[config.mk]
export PLATFORM = sky130hd
export DESIGN_NAME = tmr16_bytebus
export DESIGN_NICKNAME = d
export VERILOG_FILES = /design/src/rtl/tmr16_bytebus.sv
export SDC_FILE = /design/constraint.sdc
export NUM_CORES = 1
export LEC_CHECK = 0
export BUFFER_PORTS_ARGS = -buffer_cell sky130_fd_sc_hd__buf_2
export CAP_MARGIN = 5
export CORE_ASPECT_RATIO = 1.2
export CORE_MARGIN = 4
export CORE_UTILIZATION = 55
export DETAILED_ROUTE_END_ITERATION = 10
export GPL_TIMING_DRIVEN = 0
export PLACE_DENSITY = 0.71
export SLEW_MARGIN = 20
export SYNTH_ARGS = -nofsm -noshare
export SYNTH_HDL_FRONTEND = slang
export SYNTH_SLANG_ARGS = --single-unit
[constraint.sdc]
create_clock -name clk -period 2.2 [get_ports clk]
set_input_delay 0.11 -clock clk [delete_from_list [all_inputs] [get_ports clk]]
set_output_delay 0.11 -clock clk [all_outputs]
set_load 0.005 [all_outputs]
[src/rtl/tmr16_bytebus.sv]
module tmr16_bytebus (
  input  logic       clk,
  input  logic       rst_n,
  input  logic [2:0] addr,
  input  logic       wr_en,
  input  logic       rd_en,
  input  logic [7:0] wdata,
  output logic [7:0] rdata,
  input  logic       tick,
  output logic       irq_a,
  output logic       irq_b,
  output logic       wave_a,
  output logic       wave_b
);
  localparam int BW = 8;
  localparam int CW = 2 * BW;
  localparam logic [2:0] A_CTRL = 3'd0, A_FLAG = 3'd1, A_CNTL = 3'd2, A_CNTH = 3'd3,
                         A_CMAL = 3'd4, A_CMAH = 3'd5, A_CMBL = 3'd6, A_CMBH = 3'd7;

  logic [CW-1:0] cnt, cmp_a, cmp_b;
  logic [BW-1:0] stg;
  logic ctc, ten_a, ten_b, blk;
  logic wr_cnt, wr_ctrl, wr_hi, live, hit_a, hit_b, clr_a, clr_b, frc_a, frc_b;

  assign wr_cnt  = wr_en && addr == A_CNTL;
  assign wr_ctrl = wr_en && addr == A_CTRL;
  assign wr_hi   = wr_en && (addr == A_CNTH || addr == A_CMAH || addr == A_CMBH);
  assign live    = tick && !blk;
  assign hit_a   = live && cnt == cmp_a;
  assign hit_b   = live && cnt == cmp_b;
  assign clr_a   = wr_en && addr == A_FLAG && wdata[0];
  assign clr_b   = wr_en && addr == A_FLAG && wdata[1];
  assign frc_a   = wr_ctrl && wdata[6];
  assign frc_b   = wr_ctrl && wdata[7];

  always_ff @(posedge clk) begin
    if (!rst_n) begin
      cnt <= '0;
      blk <= 1'b0;
    end else if (wr_cnt) begin
      cnt <= {stg, wdata};
      blk <= 1'b1;
    end else if (tick) begin
      cnt <= (ctc && hit_a) ? '0 : cnt + 1'b1;
      blk <= 1'b0;
    end
  end

  always_ff @(posedge clk) begin
    if (!rst_n) begin
      stg <= '0;
    end else if (wr_hi) begin
      stg <= wdata;
    end else if (rd_en) begin
      case (addr)
        A_CNTL:  stg <= cnt[CW-1:BW];
        A_CMAL:  stg <= cmp_a[CW-1:BW];
        A_CMBL:  stg <= cmp_b[CW-1:BW];
        default: stg <= stg;
      endcase
    end
  end

  always_ff @(posedge clk) begin
    if (!rst_n) begin
      cmp_a <= '0;
      cmp_b <= '0;
      ctc   <= 1'b0;
      ten_a <= 1'b0;
      ten_b <= 1'b0;
    end else if (wr_en) begin
      if (addr == A_CMAL) cmp_a <= {stg, wdata};
      if (addr == A_CMBL) cmp_b <= {stg, wdata};
      if (addr == A_CTRL) {ten_b, ten_a, ctc} <= wdata[2:0];
    end
  end

  always_ff @(posedge clk) begin
    if (!rst_n) begin
      irq_a  <= 1'b0;
      irq_b  <= 1'b0;
      wave_a <= 1'b0;
      wave_b <= 1'b0;
    end else begin
      irq_a  <= hit_a | (irq_a & ~clr_a);
      irq_b  <= hit_b | (irq_b & ~clr_b);
      wave_a <= wave_a ^ ((hit_a && ten_a) || frc_a);
      wave_b <= wave_b ^ ((hit_b && ten_b) || frc_b);
    end
  end

  always_comb begin
    rdata = '0;
    if (rd_en) begin
      case (addr)
        A_CTRL:  rdata = {5'b0, ten_b, ten_a, ctc};
        A_FLAG:  rdata = {6'b0, irq_b, irq_a};
        A_CNTL:  rdata = cnt[BW-1:0];
        A_CMAL:  rdata = cmp_a[BW-1:0];
        A_CMBL:  rdata = cmp_b[BW-1:0];
        default: rdata = stg;
      endcase
    end
  end
endmodule

==> impl_metrics.tcl, run 1 <==
set metrics [dict create \
    drt_iter0_markers 370 \
    post_synth_instance_area_um2 3850 \
    path_class "reg -> reg" \
    r2r-start "cnt[1]" \
    fin_crit_ns 2.02 \
    synth_compound_area_frac 0.211 \
    holdBufCountCts 0 \
    die-area_um2 8410 \
    yosys.area_share.simple 0.241 \
    cp_data_required_time_ns 2.40 \
    die_h_um 99.7 \
    die_w_um 84.4 \
    hpwl_mm 8.96 \
    hold_path_class "in -> reg" \
    vias 3870 \
    synth_seq_cells 64 \
    crit_buf_inv 1 \
    gp_congestion 0.956 \
    status "finished clean" \
    n_fill_cell 661 \
    regToRegSetupSlack_ns 0.18 \
    core_area_um2 6810 \
    clockBufferDepth 2 \
    syn2layout_area_growth_pct 11.7 \
    final-max-slew-violation-count 0 \
    power_leakage_nw 1.70 \
    overflow 0 \
    rsz0062_at_grt "no" \
    placed_area_um2 4090 \
    synthAdderAreaFrac 0.00325 \
    finalCritPeriodShare 0.919 \
    final_antenna_net_count 0 \
    dr_wl_met3_um 960 \
    via_per_inst 6.17 \
    clk_latency_ns 0.34 \
    clk_pin_slew_ns 0.07 \
    worstHoldStart "wdata[2]" \
    synth_top_area_frac 0.333 \
    htree_levels 3 \
    dr.pass1.iters 5 \
    fin_area_um2 4300 \
    synth_nets 517 \
    antenna_cells 0 \
    hold_violations 0 \
    power_density_nw_per_um2 661 \
    mostFrequentLayoutCells "79 x nand2_1, 67 x a21oi_1, 64 x dfxtp_1" \
    io_pins 28 \
    crit_slowest_cell "dfxtp_1" \
    start_util 0.565 \
    fin_nets 554 \
    path_max_fanout 10 \
    ys.flop_type "dfxtp_1" \
    cts.sinks 64 \
    whs_ns 0.0660 \
    synthTopCellsByArea "dfxtp_1 33%, a21oi_1 8.7%, xor2_1 8.2%, nand2_1 7.8%, nor2_1 4.0%" \
    rr_endpoint "cnt[4]" \
    crit_path_end_kind "register" \
    antenna_found_initial 0 \
    cts_tree "yes" \
    arrival_ns 2.22 \
    hold_depth 3 \
    syn_inst 500 \
    path_cells "xor2_1, nor4_2, nand4_2, nor3_4, buf_6, o32ai_1" \
    ys_types 51 \
    routed.top_layer "met4" \
    worst_pin_slew_ns 0.630 \
    drive_above_1_share 0.139 \
    synth-xor-area-share 0.0955 \
    synth.largest_area_cell "dfxtp_1" \
    yosys-mux-area-fraction 0.0422 \
    grt_max_degree 11 \
    crit_path_max_incr_delay_ns 0.52 \
    finalSetupTns_ns 0 \
    wl_met1_mm 4.80 \
    finClkSkew_ns 0.0116 \
    cp_top_family "simple AND/OR/NAND/NOR gates" \
    drt_wl_total_mm 12.1 \
    clockRootBuffer "clkbuf_8" \
    grt_pass1_wl_mm 19.0 \
    async_flop_share 0 \
    min_to "cmp_b[2]" \
    seq_area_frac_synth 0.333 \
    synth-edff-count 0 \
    setup_viol 0 \
    portBuffers 25 \
    cp-start-kind "register" \
    final_common_cell "nand2_1" \
    ir_drop_uv 507 \
    r2r_cells 6 \
    max_freq_ghz 0.495 \
    final_util 0.632 \
    grt_usage 0.292 \
    maxCapViolCount 0 \
    first_global_vias 3700 \
    cts_buffers 9 \
    synth_area_per_cell_um2 7.70 \
    slew_headroom 0.580 \
    p_total_mw 2.84 \
    synth_warnings 0 \
    drc 0 \
    synth_top_family_by_area "simple AND/OR/NAND/NOR gates" \
    wl_met2_mm 5.78 \
    num_rows 33 \
    wl_per_cell_um 19.3 \
]
-- how the worst max path moves through the flow --
stage | from | endpoint | slack, ns | depth (start not counted)
2_1_floorplan | cnt[3] | cnt[13] | 0.51 | 7
3_3_place_gp | cnt[1] | cnt[1] | 0.16 | 6
3_5_place_dp | cnt[14] | cnt[4] | 0.14 | 7
4_1_cts | cnt[1] | cnt[4] | 0.13 | 6
5_1_grt | cnt[2] | cnt[4] | 0.03 | 7
6_report | cnt[1] | cnt[4] | 0.18 | 6
-- worst reg2reg max path: cells and delay by family, from the launching register on --
kind                      cells  cell delay [ns]
and+or+nand+nor               3             0.91
DFF                           1             0.52
buffers and inverters         1             0.19
xor gates and xnor gates      1             0.15
AOI/OAI and AO/OA             1             0.10
-- power breakdown --
part / internal (mW) / switching [mW]
clock: 0.653 / 0.453
sequential: 1.21 / 0.0637
combinational: 0.179 / 0.283
total: 2.05 / 0.799
-- synthesized netlist by cell type, drive strengths merged, types with 14 or more instances --
master  count
clkbuf     24
dfxtp      64
xor2       36
nor2       41
o32ai      15
mux2i      14
buf        25
a21oi      67
nand2      80
-- flip-flops by register name, summed over array words and instances, names as in the netlist --
name    cells
wave_b      1
stg         8
ctc         1
cmp_b      16
irq_a       1
cnt        16
blk         1
ten_a       1
wave_a      1
cmp_a      16
ten_b       1
irq_b       1
-- layer usage --
metal | vias up | GRT usage
li1 | 1808 | -
met1 | 1842 | 0.362
met4 | 0 | 0.139
met3 | 39 | 0.0456
met5 | - | 0
met2 | 181 | 0.495
-- cells by family after synthesis --
| logic type | count (synthesis) |
|---|---|
| AO/OA/AOI/OAI | 130 |
| multiplexers | 15 |
| AND/OR/NAND/NOR | 187 |
| XOR/XNOR | 42 |
| flip-flops | 64 |
| buffers and inverters | 61 |
| adder cells (fa/ha/maj) | 1 |
-- per-stage QoR --
stage | cells | setup slack (ns)
after CTS | 626 | 0.127
after global routing | 627 | 0.0317
after global placement | 612 | 0.158
after detailed placement | 612 | 0.145
final | 627 | 0.178
after floorplan | 500 | 0.511
-- timing repair --
item	CTS	global route
gates resized for setup	0	1
setup buffers	0	1
setup endpoints to repair	0	9
-- area by class of cell --
cell class              count  area [um2]  share of cell area
flip-flops and latches     64        1280               0.298
clock inverters             4        70.1              0.0163
repair buffers             26         133              0.0308
clock buffers              10         138              0.0320
multi-input cells         375        2290               0.531
well taps                  87         109              0.0253
inverters                  12        45.0              0.0105
plain buffers              49         241              0.0561
Note: power is estimated with default switching activity, not from simulation.
==> inputs of run 2 (changes only) <==
--- a/config.mk
+++ b/config.mk
@@ -5,7 +5,8 @@
 export SDC_FILE = /design/constraint.sdc
 export NUM_CORES = 1
 export LEC_CHECK = 0
-export BUFFER_PORTS_ARGS = -buffer_cell sky130_fd_sc_hd__buf_2
+export ABC_AREA = 1
+export BUFFER_PORTS_ARGS = -buffer_cell sky130_fd_sc_hd__buf_4
 export CAP_MARGIN = 5
 export CORE_ASPECT_RATIO = 1.2
 export CORE_MARGIN = 4
==> impl_metrics.tcl, run 2 <==
set metrics [dict create \
    antenna_found_initial 0 \
    post_synth_instance_area_um2 3750 \
    p_switching_mw 0.781 \
    synth_top_area_frac 0.342 \
    cts_tree "yes" \
    syn_inst 572 \
    fin_nets 627 \
    clockBufferDepth 2 \
    clockPowerShare 0.380 \
    portBuffers 27 \
    holdBufCountCts 0 \
    seq_area_frac_synth 0.342 \
    finClkSkew_ns 0.00567 \
    final-max-slew-violation-count 0 \
    status "finished clean" \
    p_total_mw 2.67 \
    r2r-start "cnt[0]" \
    async_flop_share 0 \
    synth_warnings 0 \
    grt_pass1_wl_mm 19.3 \
    synthTopCellsByArea "dfxtp_1 34%, nand2_1 13%, a21oi_1 9.7%, o21ai_0 7.9%, inv_1 7.8%" \
    path_max_fanout 6 \
    core_area_um2 6530 \
    power_leakage_nw 1.64 \
    worstHoldStart "wdata[2]" \
    min_to "ten_b" \
    via_per_inst 5.86 \
    final_antenna_net_count 0 \
    drive_above_1_share 0.130 \
    internal_power_mw 1.89 \
    first_global_vias 3823 \
    hpwl_mm 9.31 \
    regToRegSetupSlack_ns 0.35 \
    mostFrequentLayoutCells "133 x nand2_1, 78 x inv_1, 73 x a21oi_1" \
    num_rows 32 \
    grt_max_degree 11 \
    setup_viol 0 \
    synth_most_common_cell "nand2_1" \
    clockRootBuffer "clkbuf_8" \
    ys.flop_type "dfxtp_1" \
    vias 4098 \
    synth-edff-count 0 \
    dr.pass1.iters 5 \
    synth.largest_area_cell "dfxtp_1" \
    wl_per_cell_um 17.5 \
    die-area_um2 8200 \
    arrival_ns 2.14 \
    worst_pin_slew_ns 0.693 \
    synth_seq_cells 64 \
    cts.sinks 64 \
    n_fill_cell 610 \
    final_common_cell "nand2_1" \
    cp-start-kind "register" \
    hold_depth 3 \
    overflow 0 \
    gp_congestion 0.971 \
    rr_endpoint "cnt[15]" \
    power_frac_comb 0.148 \
    hold_path_class "in -> reg" \
    finalCritPeriodShare 0.843 \
    die_w_um 83.4 \
    whs_ns 0.0489 \
    drt_iter0_markers 370 \
    synth_area_per_cell_um2 6.55 \
    ir_drop_uv 442 \
    synth_nets 589 \
    start_util 0.574 \
    fin_area_um2 4240 \
    r2r_cells 8 \
    antenna_cells 0 \
    syn2layout_area_growth_pct 13.2 \
    io_pins 28 \
    reg_top3 "cmp_a (16), cmp_b (16), cnt (16)" \
    seq_power_share 0.473 \
    rsz0062_at_grt "no" \
    cp_data_required_time_ns 2.49 \
    power_density_nw_per_um2 630 \
    clk_latency_ns 0.36 \
    post_cts_buffers 0 \
    placed_area_um2 4060 \
    die_h_um 98.4 \
    max_freq_ghz 0.539 \
    cts_resized 0 \
    htree_levels 3 \
    cts_buffers 9 \
    ys_types 33 \
    hold_violations 0 \
    fin_crit_ns 1.85 \
    drc 0 \
    maxCapViolCount 0 \
    crit_path_end_kind "register" \
    drt_wl_total_mm 12.3 \
    switching_share 0.293 \
    grt_usage 0.300 \
    finalSetupTns_ns 0 \
    slew_headroom 0.538 \
    path_class "reg -> reg" \
    clk_pin_slew_ns 0.07 \
    synthTopCellsByCount "133 x nand2_1, 78 x inv_1, 73 x a21oi_1" \
]
-- run 2: cell types whose count changed after synthesis, sizes merged, moves of 7 or more --
cell | before | now
nand4 | 4 | 22
o21ai | 12 | 61
inv | 12 | 81
nor3 | 12 | 5
xor2 | 36 | 7
o22ai | 0 | 15
o32ai | 15 | 0
o21a | 7 | 0
mux2i | 14 | 0
nor3b | 12 | 1
clkbuf | 24 | 9
a211oi | 12 | 0
nand2 | 80 | 137
-- run 2: per-layer routing --
metal | share of wire | wire length (um) | track usage | vias to the layer above
li1 | - | - | - | 1978
met2 | 0.46 | 5590 | 0.479 | 220
met4 | 0.036 | 438 | 0.158 | 0
met5 | 0 | 0 | 0 | -
met3 | 0.10 | 1250 | 0.0543 | 33
met1 | 0.41 | 4980 | 0.386 | 1867
-- run 2: worst max-delay path by stage --
stage,start,endpoint,slack (ns)
finish,cnt[0],cnt[15],0.35
global route,cnt[11],cnt[12],0.22
CTS,cnt[11],cnt[15],0.40
detailed placement,cnt[11],cnt[15],0.41
global placement,cnt[11],cnt[15],0.41
floorplan,cnt[4],cnt[4],0.77
-- run 2: kinds of logic after synthesis --
logic type | share of synthesized area
AOI/OAI and AO/OA | 0.242
adders and majority gates | 0.00334
buffers and inverters | 0.124
xor gates and xnor gates | 0.0304
DFF | 0.342
and+or+nand+nor | 0.258
-- run 2: worst max-delay path: stages, from the launching register on --
cell and delay [ns]:
dfxtp_1 0.48, inv_1 0.18, nor2_2 0.24, nand2_1 0.11
nor2_1 0.28, nand2_1 0.12, xor2_1 0.15, nand4_1 0.10
a21oi_1 0.13
-- run 2: power groups by stage --
| stage | clock [mW] | combinational [mW] | sequential (mW) |
|---|---|---|---|
| floorplan | 0 | 0.250 | 1.27 |
| global placement | 0 | 0.381 | 1.28 |
| detailed placement | 0 | 0.387 | 1.29 |
| CTS | 1.02 | 0.389 | 1.26 |
| global route | 1.07 | 0.436 | 1.27 |
| finish | 1.01 | 0.395 | 1.26 |
-- run 2: stage by stage --
step	worst slack [ns]	util	instances
floorplan	0.773	-	572
global placement	0.409	0.622	684
detailed placement	0.411	0.622	684
CTS	0.399	0.650	699
global route	0.223	0.650	699
finish	0.345	0.650	699
-- run 2: final cells by class --
| class | count | area [um2] | area share |
|---|---|---|---|
| buffer | 29 | 155 | 0.0366 |
| clock buffer | 11 | 141 | 0.0333 |
| clock inverter | 4 | 45.0 | 0.0106 |
| inverter | 82 | 310 | 0.0731 |
| multi-input combinational | 397 | 2000 | 0.472 |
| sequential | 64 | 1280 | 0.302 |
| tap | 85 | 106 | 0.0251 |
| timing repair buffer | 27 | 203 | 0.0478 |
==> inputs of run 3 (changes only) <==
--- a/config.mk
+++ b/config.mk
@@ -10,10 +10,10 @@
 export CAP_MARGIN = 5
 export CORE_ASPECT_RATIO = 1.2
 export CORE_MARGIN = 4
-export CORE_UTILIZATION = 55
+export CORE_UTILIZATION = 54
 export DETAILED_ROUTE_END_ITERATION = 10
 export GPL_TIMING_DRIVEN = 0
-export PLACE_DENSITY = 0.71
+export PLACE_DENSITY = 0.73
 export SLEW_MARGIN = 20
 export SYNTH_ARGS = -nofsm -noshare
 export SYNTH_HDL_FRONTEND = slang
==> constraint.sdc (replaced) <==
create_clock -name clk -period 1.6 [get_ports clk]
set_input_delay 0.08 -clock clk [delete_from_list [all_inputs] [get_ports clk]]
set_output_delay 0.08 -clock clk [all_outputs]
set_load 0.005 [all_outputs]
==> impl_metrics.tcl, run 3 (synthesized netlist as in run 2, its figures left out) <==
set metrics [dict create \
    final_antenna_net_count 0 \
    max_freq_ghz 0.598 \
    drt_wl_total_mm 13.2 \
    drive_above_1_share 0.236 \
    antenna_cells 0 \
    setup_viol 2 \
    holdBufCountCts 0 \
    power_density_nw_per_um2 798 \
    cts_tree "yes" \
    cts.sinks 64 \
    crit_slowest_cell "dfxtp_4" \
    overflow 0 \
    grt_max_degree 11 \
    grt_usage 0.302 \
    dp_slack_ns -0.212 \
    finalSetupTns_ns -0.0758 \
    cp-start-kind "register" \
    clockBufferDepth 2 \
    drt_iter0_markers 398 \
    p_total_mw 3.72 \
    gp_congestion 0.961 \
    reg_top3 "cmp_a (16), cmp_b (16), cnt (16)" \
    portBuffers 27 \
    num_rows 33 \
    cts_buffers 9 \
    vias 4256 \
    cp_data_required_time_ns 1.87 \
    power_leakage_nw 1.84 \
    ir_drop_uv 510 \
    clockRootBuffer "clkbuf_8" \
    final_util 0.683 \
    hpwl_mm 9.48 \
    crit_path_end_kind "register" \
    maxCapViolCount 0 \
    fin_crit_ns 1.67 \
    hold_path_class "in -> reg" \
    n_fill_cell 601 \
    final-max-slew-violation-count 0 \
    fin_area_um2 4650 \
    drc 0 \
    mostFrequentLayoutCells "125 x nand2_1, 70 x inv_1, 68 x a21oi_1" \
    setup_ws_ns -0.0724 \
    fin_nets 647 \
    cp_common_cell "nand2_1" \
    core_area_um2 6810 \
    slew_headroom 0.532 \
    path_class "reg -> reg" \
    die_h_um 99.3 \
    finalCritPeriodShare 1.05 \
    start_util 0.550 \
    via_per_inst 5.89 \
    wl_per_cell_um 18.2 \
    crit_path_max_incr_delay_ns 0.40 \
    grt_pass1_wl_mm 19.8 \
    htree_levels 3 \
    final_common_cell "nand2_1" \
    worst_pin_slew_ns 0.702 \
    path_max_fanout 6 \
    io_pins 28 \
    finClkSkew_ns 0.0111 \
    violations "setup timing" \
    die_w_um 84.0 \
    rsz0062_at_grt "yes" \
    path_cells "ha_2, nand2_1, nor2_4, nand2_1, nor2_1, xor2_1, nand4_1, a21oi_1" \
    clk_latency_ns 0.35 \
    placed_area_um2 4060 \
    arrival_ns 1.94 \
    hold_violations 0 \
    die-area_um2 8340 \
    syn2layout_area_growth_pct 24.2 \
    status "finished with violations" \
    clk_pin_slew_ns 0.08 \
    antenna_found_initial 0 \
    first_global_vias 3832 \
    dr.pass1.iters 8 \
]
[run 3: changes by cell type in the layout (fill, tap and decap cells not counted), moves of 6 or more]
cell	before	now
buf_4	28	48
dfxtp_1	64	49
nor2_4	0	10
dfxtp_4	0	8
inv_1	78	70
nand2_1	133	125
nor2_1	29	21
dfxtp_2	0	7
nand2_2	4	11
inv_2	2	8
[run 3: path summary, 6_finish.rpt]
kind / startpoint / to / slack (ns) / cells past startpoint
min: wdata[2] / ten_b / 0.03 / 3
max reg2reg: cnt[1] / cnt[6] / -0.07 / 8
max: cnt[1] / cnt[6] / -0.07 / 8
min reg2reg: cmp_b[14] / cmp_b[14] / 0.49 / 2
[run 3: final cells by class]
class | count | area (um2) | share of cell area
plain buffers | 28 | 183 | 0.0392
clock buffers | 12 | 135 | 0.0290
clock inverters | 4 | 45.0 | 0.00968
inverters | 82 | 318 | 0.0683
multi-input cells | 397 | 2150 | 0.463
flip-flops and latches | 64 | 1320 | 0.284
well taps | 87 | 109 | 0.0234
repair buffers | 48 | 390 | 0.0839
[run 3: worst max-delay path: cells and delay by family, from the launching register on]
family          cells  cell delay (ns)
xor+xnor            1             0.16
compound gates      1             0.16
fa+ha+maj           1             0.21
simple gates        5             0.66
flops               1             0.40
[run 3: timing repair]
action | in CTS | in global routing
pin swaps | 2 | 19
setup buffers | 2 | 18
gates cloned | 0 | 1
setup endpoints to repair | 25 | 23
resized for setup | 21 | 68
[run 3: per-stage QoR]
stage	hold WS, ns	instances
CTS	0.0261	703
global placement	0.379	686
detailed placement	0.395	686
finish	0.0340	722
global route	0.0456	722
floorplan	0.208	572
[run 3: layer usage]
metal / vias to the layer above / GRT usage / share of wire
li1: 2023 / - / -
met5: - / 0 / 0
met3: 39 / 0.0489 / 0.091
met1: 1947 / 0.401 / 0.40
met4: 0 / 0.105 / 0.033
met2: 247 / 0.498 / 0.47
[run 3: power by group]
group | total (mW) | switching (mW) | internal [mW]
Sequential | 1.73 | 0.0764 | 1.65
Clock | 1.37 | 0.653 | 0.714
Combinational | 0.619 | 0.389 | 0.230
Total | 3.72 | 1.12 | 2.60
